## src/rtl/oamdma_pkg.sv

```systemverilog
package oamdma_pkg;

    typedef logic [15:0] addr_t;
    typedef logic [7:0]  byte_t;

    localparam addr_t DEF_SRC_LIMIT = 16'hF100;
    localparam addr_t DEF_DEST_BASE = 16'hFE00;
    localparam addr_t HRAM_LO       = 16'hFF80;
    localparam addr_t IE_ADDR       = 16'hFFFF;
    localparam byte_t OPEN_BUS      = 8'hFF;

    // One byte move on the bus in the current clock
    typedef struct packed {
        logic  valid;
        addr_t src;
        addr_t dst;
    } move_t;

    function automatic logic base_ok(input addr_t base, input addr_t limit);
        return base <= limit;
    endfunction

    function automatic logic cpu_window(input addr_t a);
        return (a >= HRAM_LO) && (a != IE_ADDR);
    endfunction

endpackage

```

## src/rtl/oamdma_pacer.sv

```systemverilog
module oamdma_pacer #(
    parameter int STRIDE = 4
) (
    input  logic clk,
    input  logic rst,
    input  logic tick,
    input  logic restart,
    input  logic active,
    output logic fire
);
    localparam int PW = (STRIDE > 1) ? $clog2(STRIDE) : 1;
    localparam logic [PW-1:0] LAST = PW'(STRIDE - 1);

    logic [PW-1:0] cnt_q;

    assign fire = active && tick && (cnt_q == LAST);

    always_ff @(posedge clk) begin
        if (rst) begin
            cnt_q <= '0;
        end else if (restart || fire) begin
            cnt_q <= '0;
        end else if (active && tick) begin
            cnt_q <= cnt_q + 1'b1;
        end
    end
endmodule

```

## src/rtl/oamdma_seq.sv

```systemverilog
module oamdma_seq
    import oamdma_pkg::*;
#(
    parameter int    NBYTES    = 160,
    parameter addr_t SRC_LIMIT = DEF_SRC_LIMIT,
    parameter addr_t DEST_BASE = DEF_DEST_BASE
) (
    input  logic  clk,
    input  logic  rst,
    input  logic  start_req,
    input  addr_t start_base,
    input  logic  fire,
    output logic  accept,
    output logic  active,
    output move_t mv
);
    localparam int CW = $clog2(NBYTES + 1);
    localparam logic [CW-1:0] FIRST_LEFT = CW'(NBYTES - 1);

    addr_t         src_q;
    logic [CW-1:0] off_q;
    logic [CW-1:0] left_q;
    logic          active_q;
    logic          step;

    assign accept   = start_req && base_ok(start_base, SRC_LIMIT);
    assign step     = active_q && fire && !accept;
    assign active   = active_q;

    always_comb begin
        mv.valid = accept || step;
        mv.src   = accept ? start_base : src_q;
        mv.dst   = DEST_BASE + (accept ? 16'd0 : 16'(off_q));
    end

    always_ff @(posedge clk) begin
        if (rst) begin
            src_q    <= '0;
            off_q    <= '0;
            left_q   <= '0;
            active_q <= 1'b0;
        end else if (accept) begin
            src_q    <= start_base + 16'd1;
            off_q    <= CW'(1);
            left_q   <= FIRST_LEFT;
            active_q <= (NBYTES > 1);
        end else if (step) begin
            src_q    <= src_q + 16'd1;
            off_q    <= off_q + 1'b1;
            left_q   <= left_q - 1'b1;
            active_q <= (left_q != CW'(1));
        end
    end
endmodule

```

## src/rtl/oamdma_gate.sv

```systemverilog
module oamdma_gate
    import oamdma_pkg::*;
(
    input  logic  busy,
    input  addr_t cpu_addr,
    input  logic  cpu_rd,
    input  logic  cpu_wr,
    input  byte_t cpu_mem_rdata,
    output logic  cpu_mem_rd,
    output logic  cpu_mem_wr,
    output byte_t cpu_rdata
);
    logic blocked;

    assign blocked    = busy && !cpu_window(cpu_addr);
    assign cpu_mem_rd = cpu_rd && !blocked;
    assign cpu_mem_wr = cpu_wr && !blocked;
    assign cpu_rdata  = blocked ? OPEN_BUS : cpu_mem_rdata;
endmodule

```

## src/rtl/oam_dma_engine.sv

```systemverilog
module oam_dma_engine
    import oamdma_pkg::*;
#(
    parameter int    NBYTES    = 160,
    parameter int    STRIDE    = 4,
    parameter addr_t SRC_LIMIT = DEF_SRC_LIMIT,
    parameter addr_t DEST_BASE = DEF_DEST_BASE
) (
    input  logic        clk,
    input  logic        rst,
    input  logic        tick,
    input  logic        start_req,
    input  logic [15:0] start_base,
    output logic [15:0] src_addr,
    output logic        src_rd,
    input  logic [7:0]  src_data,
    output logic [15:0] oam_addr,
    output logic        oam_wr,
    output logic [7:0]  oam_data,
    input  logic [15:0] cpu_addr,
    input  logic        cpu_rd,
    input  logic        cpu_wr,
    output logic        cpu_mem_rd,
    output logic        cpu_mem_wr,
    input  logic [7:0]  cpu_mem_rdata,
    output logic [7:0]  cpu_rdata,
    output logic        busy
);
    logic  accept;
    logic  active;
    logic  fire;
    move_t mv;

    oamdma_pacer #(.STRIDE(STRIDE)) u_pacer (
        .clk     (clk),
        .rst     (rst),
        .tick    (tick),
        .restart (accept),
        .active  (active),
        .fire    (fire)
    );

    oamdma_seq #(
        .NBYTES    (NBYTES),
        .SRC_LIMIT (SRC_LIMIT),
        .DEST_BASE (DEST_BASE)
    ) u_seq (
        .clk        (clk),
        .rst        (rst),
        .start_req  (start_req),
        .start_base (start_base),
        .fire       (fire),
        .accept     (accept),
        .active     (active),
        .mv         (mv)
    );

    assign busy     = active || accept;
    assign src_addr = mv.src;
    assign src_rd   = mv.valid;
    assign oam_addr = mv.dst;
    assign oam_wr   = mv.valid;
    assign oam_data = src_data;

    oamdma_gate u_gate (
        .busy          (busy),
        .cpu_addr      (cpu_addr),
        .cpu_rd        (cpu_rd),
        .cpu_wr        (cpu_wr),
        .cpu_mem_rdata (cpu_mem_rdata),
        .cpu_mem_rd    (cpu_mem_rd),
        .cpu_mem_wr    (cpu_mem_wr),
        .cpu_rdata     (cpu_rdata)
    );
endmodule

```

## config.mk

```make
export PLATFORM = sky130hd
export DESIGN_NAME = oam_dma_engine
export DESIGN_NICKNAME = d
export VERILOG_FILES = /design/src/rtl/oamdma_pkg.sv /design/src/rtl/oamdma_pacer.sv /design/src/rtl/oamdma_seq.sv /design/src/rtl/oamdma_gate.sv /design/src/rtl/oam_dma_engine.sv
export SDC_FILE = /design/constraint.sdc
export NUM_CORES = 1
export LEC_CHECK = 0
export ABC_AREA = 1
export BUFFER_PORTS_ARGS = -buffer_cell sky130_fd_sc_hd__buf_2
export CELL_PAD_IN_SITES_DETAIL_PLACEMENT = 1
export CELL_PAD_IN_SITES_GLOBAL_PLACEMENT = 2
export CORE_ASPECT_RATIO = 0.5
export CORE_UTILIZATION = 27
export DETAILED_ROUTE_END_ITERATION = 8
export MAX_ROUTING_LAYER = met4
export PLACE_DENSITY = 0.91
export SLEW_MARGIN = 5
export SYNTH_ARGS = -nofsm -noshare
export SYNTH_HDL_FRONTEND = slang
export SYNTH_SLANG_ARGS = --single-unit
```

## constraint.sdc

```tcl
create_clock -name clk -period 4.1 [get_ports clk]
set_input_delay 0.41 -clock clk [delete_from_list [all_inputs] [get_ports clk]]
set_output_delay 0.41 -clock clk [all_outputs]
set_load 0.05 [all_outputs]
```

==> impl_metrics.env, run 1 <==
export IMPL_syn2layout_area_growth_pct=21.6
export IMPL_ir_drop_mv=0.153
export IMPL_hold_start="tick"
export IMPL_hold_viol=0
export IMPL_placementRows=25
export IMPL_dp_cells=595
export IMPL_synth_edff_count=0
export IMPL_die_area_um2=10400
export IMPL_crit_required_ns=3.69
export IMPL_cp_arrival_ns=2.74
export IMPL_rrSetupSlack_ns=2.21
export IMPL_final_nets=526
export IMPL_slew_headroom_pct=52.9
export IMPL_syn_area_um2=2700
export IMPL_synth_avg_cell_area_um2=6.81
export IMPL_fp_dieH_um=72.6
export IMPL_timing_fmax_ghz=0.317
export IMPL_grt_use_total_pct=16.0
export IMPL_cts_buffers=5
export IMPL_layout_commonest_cell="buf_2"
export IMPL_worstSkewPairLatency_ns=0.28
export IMPL_antenna_found_initial=0
export IMPL_critPathLaunch="start_base[15]"
export IMPL_r2r_end="u_seq.left_q[5]"
export IMPL_yosys_register_bits=35
export IMPL_start_util_pct=28.2
export IMPL_rsz0062_at_grt="false"
export IMPL_postCtsHoldBufs=0
export IMPL_p_per_area_nw_per_um2=348
export IMPL_cts_tree="yes"
export IMPL_drt_pass1_iterations=4
export IMPL_grt_pass1_wl_mm=12.5
export IMPL_clkTransAtPathRegs_ns=0.06
export IMPL_clock_skew_final_ns=0.00467
export IMPL_final_cell_mix="82 x buf_2, 61 x nand2_1, 60 x inv_1"
export IMPL_drc=0
export IMPL_cts_root_buf="clkbuf_16"
export IMPL_htreeDepth=2
export IMPL_drive_gt1_share_pct=33.5
export IMPL_synth_cell_types=40
export IMPL_drv_slew=0
export IMPL_drv_cap=0
export IMPL_cts_sinks=35
export IMPL_place_congestion=0.785
export IMPL_io_pins=107
export IMPL_outcome="complete, no violations"
export IMPL_hp_class="in2reg"
export IMPL_grt_pass1_vias=2570
export IMPL_grt_max_degree=22
export IMPL_async_reset_ff_share_pct=0
export IMPL_tightest_slew_ns=0.700
export IMPL_ant_nets=0
export IMPL_crit_path_end_kind="output port"
export IMPL_io_buffers=82
export IMPL_ys_seq_area_share_pct=26.0
export IMPL_rr_worst_depth=6
export IMPL_viasPerCell=4.36
export IMPL_num_vias=2631
export IMPL_fin_crit_sh_pct=76.9
export IMPL_timing_rr_start="u_pacer.cnt_q[0]"
export IMPL_path_max_fanout=21
export IMPL_overflow=0
export IMPL_drt_iter0_markers=101
export IMPL_core_um2=9570
export IMPL_finalSetupViolations=0
export IMPL_antenna_cells=0
export IMPL_cp_endpoint="cpu_rdata[5]"
export IMPL_clockBufferDepth=2
export IMPL_die_w_um=143
export IMPL_wire_per_inst_um=12.9
export IMPL_ctsResizeCount=0
export IMPL_netlist_instances=396
export IMPL_crit_path_start_kind="primary input"
export IMPL_wl_mm=7.75
export IMPL_yosysWarnings=0
export IMPL_fin_setup_tns_ns=0
export IMPL_min_period_ns=3.15
export IMPL_critPathKind="in2out"
export IMPL_synth_ff_type="dfxtp_1"
export IMPL_cts_setup_buffers=0
export IMPL_fin_cells=603
export IMPL_dp_final_hpwl_mm=6.07
export IMPL_leakagePower_nw=1.63
## state kept, by name, summed over array words and instances, names as in the netlist
signal	cells
u_pacer.cnt_q	2
u_seq.active	1
u_seq.left_q	8
u_seq.off_q	8
u_seq.src_q	16
## where the power goes
| part | switching [mW] | internal, mW | total (mW) |
|---|---|---|---|
| registers | 0.00971 | 0.359 | 0.369 |
| clock network | 0.154 | 0.287 | 0.441 |
| logic | 0.244 | 0.0890 | 0.333 |
## critical path: stages
cell and delay, ns:
buf_2 0.09, nand2_1 0.04, nor2_1 0.17, nand2_1 0.10, inv_2 0.08, nand2_4 0.13
nand2_4 0.34, inv_2 0.21, or2_2 0.34, o41ai_1 0.08, inv_1 0.21, or2_2 0.31
buf_2 0.22
## cells by family after synthesis
family	synth area share, %
buf+inv	17.5
compound gates	9.75
simple gates	41.5
xor+xnor	2.60
fa+ha+maj	2.32
flops	26.0
other cells	0.279
## worst min-delay path by stage
stage | to | cells after the start
6_report | u_pacer.cnt_q[1] | 3
5_1_grt | u_pacer.cnt_q[1] | 3
4_1_cts | u_pacer.cnt_q[1] | 3
3_5_place_dp | u_seq.src_q[12] | 2
3_3_place_gp | u_seq.src_q[2] | 2
2_1_floorplan | u_seq.src_q[12] | 2
## Yosys cell counts, types with 4 or more instances
cell type	instances	area, um^2
a21oi_1	18	90.1
buf_4	18	135
dfxtp_1	35	701
ha_1	5	62.6
inv_1	60	225
inv_2	9	33.8
nand2_1	61	229
nand2_2	9	56.3
nand2_4	17	191
nand3_1	29	145
nand3b_1	5	37.5
nand4_1	8	50.1
nor2_1	36	135
nor2_2	6	37.5
nor2_4	4	45.0
nor3_1	4	20.0
nor4_1	4	25.0
o21ai_0	14	70.1
o21ai_1	6	30.0
or2_2	13	81.3
xor2_1	5	43.8
## metrics by stage
step / utilization [%] / total power, mW / setup WS [ns] / instance area (um^2) / hold WS [ns]
global route: 34.2 / 1.20 / 0.746 / 3280 / 0.436
global placement: 32.5 / 0.704 / 0.975 / 3110 / 0.455
floorplan: - / 0.659 / 1.51 / 2720 / 0.439
finish: 34.2 / 1.14 / 0.947 / 3280 / 0.420
detailed placement: 32.5 / 0.709 / 0.915 / 3110 / 0.458
CTS: 34.2 / 1.16 / 0.896 / 3280 / 0.421
## routing by layer
metal | track usage (%) | share of wire (%)
met3 | 2.82 | 2.4
met5 | - | 0
met4 | 4.85 | 1.3
met2 | 27.8 | 50
met1 | 19.2 | 47
## final cells by class
| cell class | count | area (um^2) |
|---|---|---|
| Clock inverter | 3 | 43.8 |
| Timing Repair Buffer | 83 | 418 |
| Clock buffer | 5 | 125 |
| Inverter | 73 | 278 |
| Tap cell | 135 | 169 |
| Sequential cell | 35 | 701 |
| Multi-Input combinational cell | 269 | 1540 |
| Fill cell | 1287 | 6290 |
Note: power is estimated with default switching activity, not from simulation.
==> run 2, diff against run 1 <==
- CORE_UTILIZATION: 27 -> 25
- PLACE_DENSITY: 0.91 -> 0.86
- clock period: 4.1 -> 3.3 ns (I/O delays scaled with it)
==> run 2 against run 1 <==
Against the previous run:
- register-to-register slack lost 0.68 ns
- core utilization down 2.4 points
- count of clock-buffer cells in the layout unchanged
- clock skew shrank 0.0010 ns
==> impl_metrics.env, run 2 (synthesized netlist as in run 1, its figures left out) <==
export IMPL_cts_setup_buffers=0
export IMPL_top_register="u_seq.src_q"
export IMPL_dp_cells=601
export IMPL_rsz0062_at_grt="false"
export IMPL_viasPerCell=4.30
export IMPL_finalSetupViolations=0
export IMPL_crit_path_end_kind="output port"
export IMPL_drt_pass1_iterations=4
export IMPL_antenna_cells=0
export IMPL_timing_fmax_ghz=0.374
export IMPL_htreeDepth=2
export IMPL_tightest_slew_ns=0.614
export IMPL_grt_pass1_wl_mm=12.6
export IMPL_ir_drop_mv=0.163
export IMPL_crit_path_start_kind="primary input"
export IMPL_grt_use_met1_pct=17.9
export IMPL_cts_root_buf="clkbuf_16"
export IMPL_path_max_fanout=15
export IMPL_die_w_um=149
export IMPL_dp_final_hpwl_mm=6.14
export IMPL_grt_max_degree=21
export IMPL_clkTransAtPathRegs_ns=0.06
export IMPL_setup_slack_ns=0.628
export IMPL_fin_cells=609
export IMPL_crit_required_ns=2.97
export IMPL_place_ws_ns=0.571
export IMPL_cts_sinks=35
export IMPL_place_congestion=0.757
export IMPL_met3_usage_pct=2.51
export IMPL_hp_class="in2reg"
export IMPL_fp_dieH_um=75.4
export IMPL_combPwrFrac_pct=28.9
export IMPL_overflow=0
export IMPL_worstSkewPairLatency_ns=0.29
export IMPL_drt_iter0_markers=74
export IMPL_power_mw=1.43
export IMPL_outcome="complete, no violations"
export IMPL_num_vias=2619
export IMPL_cp_arrival_ns=2.34
export IMPL_clockPowerShare_pct=39.0
export IMPL_fin_util_pct=31.8
export IMPL_wl_mm=7.86
export IMPL_clockBufferDepth=2
export IMPL_hold_viol=0
export IMPL_drc=0
export IMPL_core_um2=10300
export IMPL_layout_commonest_cell="buf_2"
export IMPL_io_buffers=82
export IMPL_postCtsHoldBufs=0
export IMPL_slew_headroom_pct=58.7
export IMPL_cts_tree="yes"
export IMPL_internal_power_uw=914
export IMPL_drv_slew=0
export IMPL_wire_per_inst_um=12.9
export IMPL_final_cell_mix="82 x buf_2, 61 x nand2_1, 60 x inv_1"
export IMPL_grt_use_met2_pct=26.6
export IMPL_ant_nets=0
export IMPL_largest_register_ffs=16
export IMPL_cts_buffers=5
export IMPL_io_pins=107
export IMPL_final_nets=527
export IMPL_drv_cap=0
export IMPL_p_seq_share_pct=32.1
export IMPL_start_util_pct=26.1
export IMPL_fin_crit_sh_pct=81.0
export IMPL_grt_use_total_pct=14.9
export IMPL_fin_setup_tns_ns=0
export IMPL_placementRows=26
export IMPL_critPathKind="in2out"
export IMPL_syn2layout_area_growth_pct=22.1
export IMPL_die_area_um2=11200
export IMPL_sw_frac_of_total_pct=36.2
export IMPL_p_sw_uw=518
export IMPL_reg_largest_list="u_seq.src_q (16), u_seq.left_q (8), u_seq.off_q (8)"
export IMPL_clock_skew_final_ns=0.00364
export IMPL_busiest_layer="met2"
export IMPL_rrSetupSlack_ns=1.53
export IMPL_antenna_found_initial=0
export IMPL_ctsResizeCount=0
export IMPL_min_period_ns=2.67
export IMPL_drive_gt1_share_pct=33.7
export IMPL_leakagePower_nw=1.63
export IMPL_grt_pass1_vias=2584
export IMPL_p_per_area_nw_per_um2=435
run 2: worst paths after layout:
path,cells after the start,from,end
hold reg to reg,2,u_seq.src_q[12],u_seq.src_q[12]
hold / removal,3,tick,u_pacer.cnt_q[1]
setup / recovery,13,start_base[14],cpu_rdata[1]
setup reg to reg,6,u_pacer.cnt_q[0],u_seq.left_q[5]
run 2: layout make-up:
type	instances	area, um^2
Inverter	73	278
Clock inverter	3	43.8
Fill cell	1354	7050
Multi-Input combinational cell	269	1540
Clock buffer	5	125
Tap cell	140	175
Sequential cell	35	701
Timing Repair Buffer	84	425
run 2: worst max-delay path, cell delays in order:
cell,delay [ns]
buf_2,0.09
nand2_1,0.05
nor2_1,0.21
nand2_1,0.12
inv_2,0.08
nand2_4,0.13
nand2_4,0.10
inv_2,0.11
or2_2,0.33
o41ai_1,0.07
inv_1,0.19
or2_2,0.31
buf_2,0.21
run 2: layer usage:
layer,vias up,share of wire [%],routed length (um)
li1,1360,-,-
met1,1232,48,3770
met2,22,49,3880
met3,5,2.1,162
met4,0,0.75,59
met5,-,0,0
run 2: power by group through the flow:
| stage | sequential, mW | clock [mW] | combinational, mW |
|---|---|---|---|
| 6_report | 0.459 | 0.559 | 0.414 |
| 3_3_place_gp | 0.467 | 0 | 0.412 |
| 5_1_grt | 0.461 | 0.591 | 0.453 |
| 4_1_cts | 0.459 | 0.576 | 0.419 |
| 3_5_place_dp | 0.468 | 0 | 0.417 |
| 2_1_floorplan | 0.464 | 0 | 0.354 |
run 2: through the flow:
step / hold WS, ns / instance area, um^2
after global routing: 0.362 / 3290
final: 0.340 / 3290
after CTS: 0.342 / 3290
after detailed placement: 0.460 / 3120
after global placement: 0.454 / 3120
after floorplan: 0.439 / 2720
